==> config.mk <==
export PLATFORM = sky130hd
export DESIGN_NAME = bit_manip_unit
export DESIGN_NICKNAME = d
export VERILOG_FILES = /design/src/rtl/bmu_pkg.sv /design/src/rtl/bmu_decode.sv /design/src/rtl/bmu_bitops.sv /design/src/rtl/bmu_branch.sv /design/src/rtl/bit_manip_unit.sv
export SDC_FILE = /design/constraint.sdc
export NUM_CORES = 1
export LEC_CHECK = 0
export CAP_MARGIN = 10
export CELL_PAD_IN_SITES_DETAIL_PLACEMENT = 0
export CELL_PAD_IN_SITES_GLOBAL_PLACEMENT = 1
export CORE_MARGIN = 2
export CORE_UTILIZATION = 39
export CTS_BUF_LIST = sky130_fd_sc_hd__clkbuf_2 sky130_fd_sc_hd__clkbuf_4 sky130_fd_sc_hd__clkbuf_8
export DETAILED_ROUTE_END_ITERATION = 7
export PLACE_DENSITY = 0.85
export SETUP_SLACK_MARGIN = 0.05
export SLEW_MARGIN = 5
export SYNTH_ARGS = -nofsm -noshare
export SYNTH_HDL_FRONTEND = slang
export SYNTH_HIERARCHICAL = 1
export SYNTH_SLANG_ARGS = --single-unit
==> constraint.sdc <==
create_clock -name clk -period 5.6 [get_ports clk]
set_clock_uncertainty 0.15 [all_clocks]
set_input_delay 0.56 -clock clk [delete_from_list [all_inputs] [get_ports clk]]
set_output_delay 0.56 -clock clk [all_outputs]
set_load 0.02 [all_outputs]
==> src/rtl/bmu_pkg.sv <==
package bmu_pkg;

  localparam int unsigned OPC_W = 8;
  localparam int unsigned IDX_W = 3;
  localparam int unsigned CYC_W = 3;

  typedef enum logic [2:0] {
    K_NONE,
    K_CLRBIT,
    K_SETBIT,
    K_BRCLR,
    K_BRSET,
    K_TSET,
    K_TCLR,
    K_BTEST
  } kind_e;

  typedef struct packed {
    kind_e             kind;
    logic [IDX_W-1:0]  bit_idx;
    logic              imm;
    logic [CYC_W-1:0]  cycles;
  } dec_t;

endpackage

==> src/rtl/bmu_decode.sv <==
module bmu_decode
  import bmu_pkg::*;
(
  input  logic [OPC_W-1:0] opcode_i,
  output dec_t             dec_o
);

  localparam logic [3:0] NIB_BITMOD = 4'h7;
  localparam logic [3:0] NIB_BITBR  = 4'hF;

  always_comb begin
    dec_o         = '0;
    dec_o.kind    = K_NONE;
    dec_o.bit_idx = opcode_i[6:4];
    dec_o.imm     = 1'b0;
    dec_o.cycles  = '0;
    if (opcode_i[3:0] == NIB_BITMOD) begin
      dec_o.kind   = opcode_i[7] ? K_SETBIT : K_CLRBIT;
      dec_o.cycles = 3'd5;
    end else if (opcode_i[3:0] == NIB_BITBR) begin
      dec_o.kind   = opcode_i[7] ? K_BRSET : K_BRCLR;
      dec_o.cycles = 3'd5;
    end else begin
      case (opcode_i)
        8'h04: begin dec_o.kind = K_TSET;  dec_o.cycles = 3'd5; end
        8'h0C: begin dec_o.kind = K_TSET;  dec_o.cycles = 3'd6; end
        8'h14: begin dec_o.kind = K_TCLR;  dec_o.cycles = 3'd5; end
        8'h1C: begin dec_o.kind = K_TCLR;  dec_o.cycles = 3'd6; end
        8'h89: begin dec_o.kind = K_BTEST; dec_o.cycles = 3'd2; dec_o.imm = 1'b1; end
        8'h24: begin dec_o.kind = K_BTEST; dec_o.cycles = 3'd3; end
        8'h2C: begin dec_o.kind = K_BTEST; dec_o.cycles = 3'd4; end
        8'h34: begin dec_o.kind = K_BTEST; dec_o.cycles = 3'd4; end
        8'h3C: begin dec_o.kind = K_BTEST; dec_o.cycles = 3'd4; end
        default: begin dec_o.kind = K_NONE; dec_o.cycles = '0; end
      endcase
    end
  end

endmodule

==> src/rtl/bmu_bitops.sv <==
module bmu_bitops
  import bmu_pkg::*;
#(
  parameter int unsigned DATA_W = 8
) (
  input  kind_e             kind_i,
  input  logic [IDX_W-1:0]  bit_idx_i,
  input  logic              imm_i,
  input  logic [DATA_W-1:0] mem_i,
  input  logic [DATA_W-1:0] acc_i,
  output logic              wr_en_o,
  output logic [DATA_W-1:0] wr_data_o,
  output logic              z_we_o,
  output logic              z_o,
  output logic              nv_we_o,
  output logic              n_o,
  output logic              v_o,
  output logic              sel_bit_o
);

  logic [DATA_W-1:0] onehot;
  logic [DATA_W-1:0] overlap;

  // one-hot mask of the addressed bit
  for (genvar g = 0; g < DATA_W; g++) begin : g_mask
    assign onehot[g] = (bit_idx_i == g[IDX_W-1:0]);
  end

  assign overlap   = mem_i & acc_i;
  assign sel_bit_o = |(mem_i & onehot);

  always_comb begin
    wr_en_o   = 1'b0;
    wr_data_o = mem_i;
    z_we_o    = 1'b0;
    z_o       = ~|overlap;
    nv_we_o   = 1'b0;
    n_o       = mem_i[DATA_W-1];
    v_o       = mem_i[DATA_W-2];
    case (kind_i)
      K_CLRBIT: begin
        wr_en_o   = 1'b1;
        wr_data_o = mem_i & ~onehot;
      end
      K_SETBIT: begin
        wr_en_o   = 1'b1;
        wr_data_o = mem_i | onehot;
      end
      K_TSET: begin
        wr_en_o   = 1'b1;
        wr_data_o = mem_i | acc_i;
        z_we_o    = 1'b1;
      end
      K_TCLR: begin
        wr_en_o   = 1'b1;
        wr_data_o = mem_i & ~acc_i;
        z_we_o    = 1'b1;
      end
      K_BTEST: begin
        z_we_o  = 1'b1;
        nv_we_o = ~imm_i;
      end
      default: ;
    endcase
  end

  // a bit clear touches at most one bit and never sets one
  always_comb begin
    if (kind_i == K_CLRBIT) begin
      a_r2_single_clear: assert (($countones(mem_i ^ wr_data_o) <= 1) &&
                                 ((wr_data_o & ~mem_i) == '0));
    end
  end

  // a bit set touches at most one bit and never clears one
  always_comb begin
    if (kind_i == K_SETBIT) begin
      a_r3_single_set: assert (($countones(mem_i ^ wr_data_o) <= 1) &&
                               ((mem_i & ~wr_data_o) == '0));
    end
  end

endmodule

==> src/rtl/bmu_branch.sv <==
module bmu_branch
  import bmu_pkg::*;
#(
  parameter int unsigned DATA_W = 8,
  parameter int unsigned ADDR_W = 16
) (
  input  kind_e             kind_i,
  input  logic              sel_bit_i,
  input  logic [DATA_W-1:0] rel_i,
  input  logic [ADDR_W-1:0] pc_i,
  output logic              taken_o,
  output logic [ADDR_W-1:0] target_o
);

  localparam int unsigned EXT_W = ADDR_W - DATA_W;

  logic [ADDR_W-1:0] rel_ext;

  assign rel_ext  = {{EXT_W{rel_i[DATA_W-1]}}, rel_i};
  assign target_o = pc_i + rel_ext;

  always_comb begin
    case (kind_i)
      K_BRCLR: taken_o = ~sel_bit_i;
      K_BRSET: taken_o =  sel_bit_i;
      default: taken_o = 1'b0;
    endcase
  end

  // only bit-branch kinds may take a branch
  always_comb begin
    if (taken_o) begin
      a_r4_taken_kind: assert ((kind_i == K_BRCLR) || (kind_i == K_BRSET));
    end
  end

endmodule

==> src/rtl/bit_manip_unit.sv <==
module bit_manip_unit
  import bmu_pkg::*;
#(
  parameter int unsigned DATA_W = 8,
  parameter int unsigned ADDR_W = 16
) (
  input  logic              clk,
  input  logic              rst,
  input  logic              op_valid_i,
  input  logic [7:0]        opcode_i,
  input  logic [DATA_W-1:0] mem_i,
  input  logic [DATA_W-1:0] acc_i,
  input  logic [DATA_W-1:0] rel_i,
  input  logic [ADDR_W-1:0] pc_i,
  output logic              res_valid_o,
  output logic              wr_en_o,
  output logic [DATA_W-1:0] wr_data_o,
  output logic              z_we_o,
  output logic              z_o,
  output logic              nv_we_o,
  output logic              n_o,
  output logic              v_o,
  output logic              br_taken_o,
  output logic [ADDR_W-1:0] br_target_o,
  output logic [2:0]        cycles_o
);

  dec_t              dec;
  logic              hit;
  logic              c_wr_en;
  logic [DATA_W-1:0] c_wr_data;
  logic              c_z_we;
  logic              c_z;
  logic              c_nv_we;
  logic              c_n;
  logic              c_v;
  logic              c_sel_bit;
  logic              c_taken;
  logic [ADDR_W-1:0] c_target;

  bmu_decode u_dec (
    .opcode_i (opcode_i),
    .dec_o    (dec)
  );

  bmu_bitops #(.DATA_W(DATA_W)) u_ops (
    .kind_i    (dec.kind),
    .bit_idx_i (dec.bit_idx),
    .imm_i     (dec.imm),
    .mem_i     (mem_i),
    .acc_i     (acc_i),
    .wr_en_o   (c_wr_en),
    .wr_data_o (c_wr_data),
    .z_we_o    (c_z_we),
    .z_o       (c_z),
    .nv_we_o   (c_nv_we),
    .n_o       (c_n),
    .v_o       (c_v),
    .sel_bit_o (c_sel_bit)
  );

  bmu_branch #(.DATA_W(DATA_W), .ADDR_W(ADDR_W)) u_br (
    .kind_i    (dec.kind),
    .sel_bit_i (c_sel_bit),
    .rel_i     (rel_i),
    .pc_i      (pc_i),
    .taken_o   (c_taken),
    .target_o  (c_target)
  );

  assign hit = op_valid_i && (dec.kind != K_NONE);

  always_ff @(posedge clk) begin
    if (rst) begin
      res_valid_o <= 1'b0;
      wr_en_o     <= 1'b0;
      wr_data_o   <= '0;
      z_we_o      <= 1'b0;
      z_o         <= 1'b0;
      nv_we_o     <= 1'b0;
      n_o         <= 1'b0;
      v_o         <= 1'b0;
      br_taken_o  <= 1'b0;
      br_target_o <= '0;
      cycles_o    <= '0;
    end else begin
      res_valid_o <= hit;
      wr_en_o     <= hit && c_wr_en;
      z_we_o      <= hit && c_z_we;
      nv_we_o     <= hit && c_nv_we;
      br_taken_o  <= hit && c_taken;
      if (hit) begin
        wr_data_o   <= c_wr_data;
        z_o         <= c_z;
        n_o         <= c_n;
        v_o         <= c_v;
        br_target_o <= c_target;
        cycles_o    <= dec.cycles;
      end
    end
  end

  // every enable belongs to a valid result
  a_r10_enables_need_valid: assert property (@(posedge clk) disable iff (rst)
    (wr_en_o || z_we_o || nv_we_o || br_taken_o) |-> res_valid_o);

  // a result follows a sampled request by exactly one clock
  a_r10_one_cycle: assert property (@(posedge clk) disable iff (rst)
    res_valid_o |-> $past(op_valid_i));

  // a taken branch neither writes nor updates flags
  a_r4_branch_quiet: assert property (@(posedge clk) disable iff (rst)
    br_taken_o |-> (!wr_en_o && !z_we_o && !nv_we_o));

  // N/V updates only come together with a Z update and no write
  a_r8_nv_with_z: assert property (@(posedge clk) disable iff (rst)
    nv_we_o |-> (z_we_o && !wr_en_o));

  // write with Z means the accumulator mask was fully set or fully cleared
  a_r6_r7_mask_applied: assert property (@(posedge clk) disable iff (rst)
    (wr_en_o && z_we_o) |->
      (((wr_data_o & $past(acc_i)) == $past(acc_i)) ||
       ((wr_data_o & $past(acc_i)) == '0)));

  // cycle counts stay in the range the instruction set uses
  a_r9_cycle_range: assert property (@(posedge clk) disable iff (rst)
    res_valid_o |-> ((cycles_o >= 3'd2) && (cycles_o <= 3'd6)));

endmodule

==> impl_metrics.json <==
{
  "syn-num-nets": 407,
  "track_usage_pct": 17.9,
  "fin_area_mm2": 0.00389,
  "routedWlPerCell_um": 14.6,
  "routed_wirelength_mm": 7.42,
  "cts_buffers": 5,
  "grt_pass1_wl_mm": 12.4,
  "worst_pin_slew_ns": 0.991,
  "root_buffer": "clkbuf_8",
  "portBuffers": 85,
  "gp_congestion": 0.858,
  "synth.avg_cell_area_um2": 8.75,
  "min-delay-start": "z_o",
  "yosys_warnings": 6,
  "cts_setup_buffers": 0,
  "tritoncts": "yes",
  "ys_seq_area_share_pct": 23.8,
  "synthCells": 337,
  "critPathLaunchType": "primary input",
  "hold_buffers": 0,
  "path_class": "primary input to flop",
  "cts.sinks": 35,
  "nets": 479,
  "synth_edf_count": 0,
  "drv_cap": 0,
  "diodes": 0,
  "run_status": "finished clean",
  "insertion_delay_ns": 0.29,
  "clk_pin_slew_worst_paths_ns": 0.08,
  "drt_iter0_markers": 170,
  "die_area_mm2": 0.00827,
  "cp.required_ns": 5.59,
  "io_pins": 86,
  "dp_hpwl_mm": 5.58,
  "finalCritPeriodShare_pct": 66.7,
  "ys.flop_type": "dfxtp_1",
  "slew-limit-headroom_pct": 33.9,
  "grt_max_degree": 66,
  "gr-total-overflow": 0,
  "grt_pass1_vias": 2626,
  "drt-vias-per-instance": 5.29,
  "die_w_um": 90.9,
  "netlist_area_mm2": 0.00295,
  "grt_use_met3_pct": 4.23,
  "cp.arrival_ns": 3.72,
  "synth_seq_cells": 35,
  "fp.dieH_um": 90.9,
  "ys_types": 51,
  "slew_violations": 0,
  "reg2reg_depth": 2,
  "syn_to_final_growth_pct": 32.0,
  "dr.pass1.iters": 4,
  "power_density_mw_per_mm2": 196,
  "reg2reg_from": "cycles_o[1]",
  "num_rows": 31,
  "hold_viol": 0,
  "grt_antenna_before_repair": 0,
  "start_util_pct": 40.4,
  "leakage_nw": 1.42,
  "tns_ns": 0,
  "drive_above_1_share_pct": 5.85,
  "end_kind": "flop",
  "rsz0062_at_grt": "no",
  "ctsHtreeMaxLevel": 2,
  "coreArea_mm2": 0.00729,
  "cts_buffer_depth": 2,
  "vias": 2695,
  "max_clock_freq_ghz": 0.268,
  "grtUsageMet1_pct": 23.4,
  "use_met2_pct": 29.3,
  "async_reset_ff_share_pct": 0,
  "grt-busiest-layer": "met2",
  "holdWs_ns": 0.320,
  "placed_area_mm2": 0.00378,
  "fill_cells": 708,
  "cts.repair.resized": 0,
  "peakVddDrop_uv": 129,
  "min_path_type": "flop to flop",
  "drc": 0,
  "min_path_cells": 2,
  "finalSetupViolCount": 0,
  "layout_min_cycle_time_ns": 3.74,
  "worstSetupStartpoint": "opcode_i[6]",
  "ant_nets": 0,
  "cp_max_fo": 19
}
placed cells by master (no fill, tap or decap), types with 3 or more instances in the layout:
master | synthesis | layout
o21ai_0 | 18 | 18
a21oi_1 | 20 | 20
nor2_1 | 7 | 7
xnor2_1 | 10 | 10
ha_1 | 18 | 18
xor2_1 | 5 | 5
a21o_1 | 5 | 5
nand2b_1 | 60 | 60
a221oi_1 | 12 | 12
inv_1 | 8 | 8
clkdlybuf4s50_1 | 0 | 85
dfxtp_1 | 35 | 35
clkbuf_8 | 0 | 5
mux2i_1 | 31 | 31
nor3_1 | 4 | 4
nor2b_1 | 5 | 5
a22oi_1 | 4 | 4
a31oi_1 | 4 | 3
nor3b_1 | 6 | 6
nand3_1 | 14 | 14
o211ai_1 | 4 | 4
nand2_1 | 10 | 10
cell families (layout without fill, tap and decap cells):
group                    count (synthesis)  count (layout)  share of synthesized area, %
AND/OR/NAND/NOR                        120             120                          24.8
AO/OA/AOI/OAI                           83              83                          19.1
flip-flops                              35              35                          23.8
multiplexers                            34              34                          12.7
buffers and inverters                   31             104                          6.83
adder cells (fa/ha/maj)                 19              19                          8.32
XOR/XNOR                                15              15                          4.46
cell type report:
cell class	instances	area, um^2	share of cell area (%)
Multi-Input combinational cell	271	2050	52.8
Clock buffer	5	68.8	1.77
Tap cell	99	124	3.18
Clock inverter	3	43.8	1.13
Timing Repair Buffer	87	866	22.3
Inverter	9	33.8	0.868
Sequential cell	35	701	18.0
per-layer routing:
| layer | up-vias | part of all wire, % |
|---|---|---|
| li1 | 1366 | - |
| met1 | 1230 | 46 |
| met2 | 85 | 47 |
| met3 | 14 | 4.9 |
| met4 | 0 | 1.7 |
| met5 | - | 0 |
cell usage after synthesis, types with 2 or more instances:
cell	n	share of area, %
nand2b_1	60	13
dfxtp_1	35	24
mux2i_1	31	11
a21oi_1	20	3.4
ha_1	18	7.6
o21ai_0	18	3.1
nand3_1	14	2.4
a221oi_1	12	3.6
clkbuf_1	10	1.3
nand2_1	10	1.3
xnor2_1	10	3.0
inv_1	8	1.0
nor2_1	7	0.89
nor3b_1	6	1.5
a21o_1	5	1.3
buf_4	5	1.3
nor2b_1	5	1.1
xor2_1	5	1.5
a22oi_1	4	1.0
a31oi_1	4	0.85
nor3_1	4	0.68
o211ai_1	4	1.0
buf_12	3	2.0
a211oi_1	2	0.51
a311oi_1	2	0.59
and3_1	2	0.42
and4bb_2	2	0.85
buf_2	2	0.34
buf_6	2	0.76
mux4_1	2	1.8
o21bai_1	2	0.51
o31a_1	2	0.59
o31ai_1	2	0.51
or2_2	2	0.42
where the power goes:
| part | internal, mW | switching [mW] |
|---|---|---|
| Clock | 0.133 | 0.101 |
| Sequential | 0.262 | 0.00800 |
| Combinational | 0.131 | 0.130 |
| Total | 0.526 | 0.238 |
worst max-delay path: stages:
cell             delay, ns
clkdlybuf4s50_1       0.63
nor3_1                0.30
nand3b_1              0.22
o211ai_1              0.52
inv_1                 0.10
ha_1                  0.42
nor4_1                0.60
a221oi_1              0.19
nand2b_1              0.11
mux2i_1               0.07
flip-flops by register name, summed over array words and instances, names as in the netlist:
register	flops
wr_en_o	1
br_target_o	16
n_o	1
res_valid_o	1
cycles_o	3
z_o	1
v_o	1
nv_we_o	1
wr_data_o	8
br_taken_o	1
z_we_o	1
stage by stage:
stage	setup WS, ns	power (mW)	util [%]	instances
after global placement	1.76	0.535	51.8	501
after floorplan	2.84	0.445	-	337
after global routing	1.49	0.807	53.3	509
after detailed placement	1.64	0.535	51.8	501
final	1.86	0.764	53.3	509
after CTS	1.94	0.771	53.3	509
worst paths after layout:
path	endpoint	slack [ns]
max reg2reg	cycles_o[1]	4.80
min reg2reg	z_o	0.32
max	wr_data_o[2]	1.86
min	z_o	0.32
No activity file was read; power rests on OpenSTA's default activity.
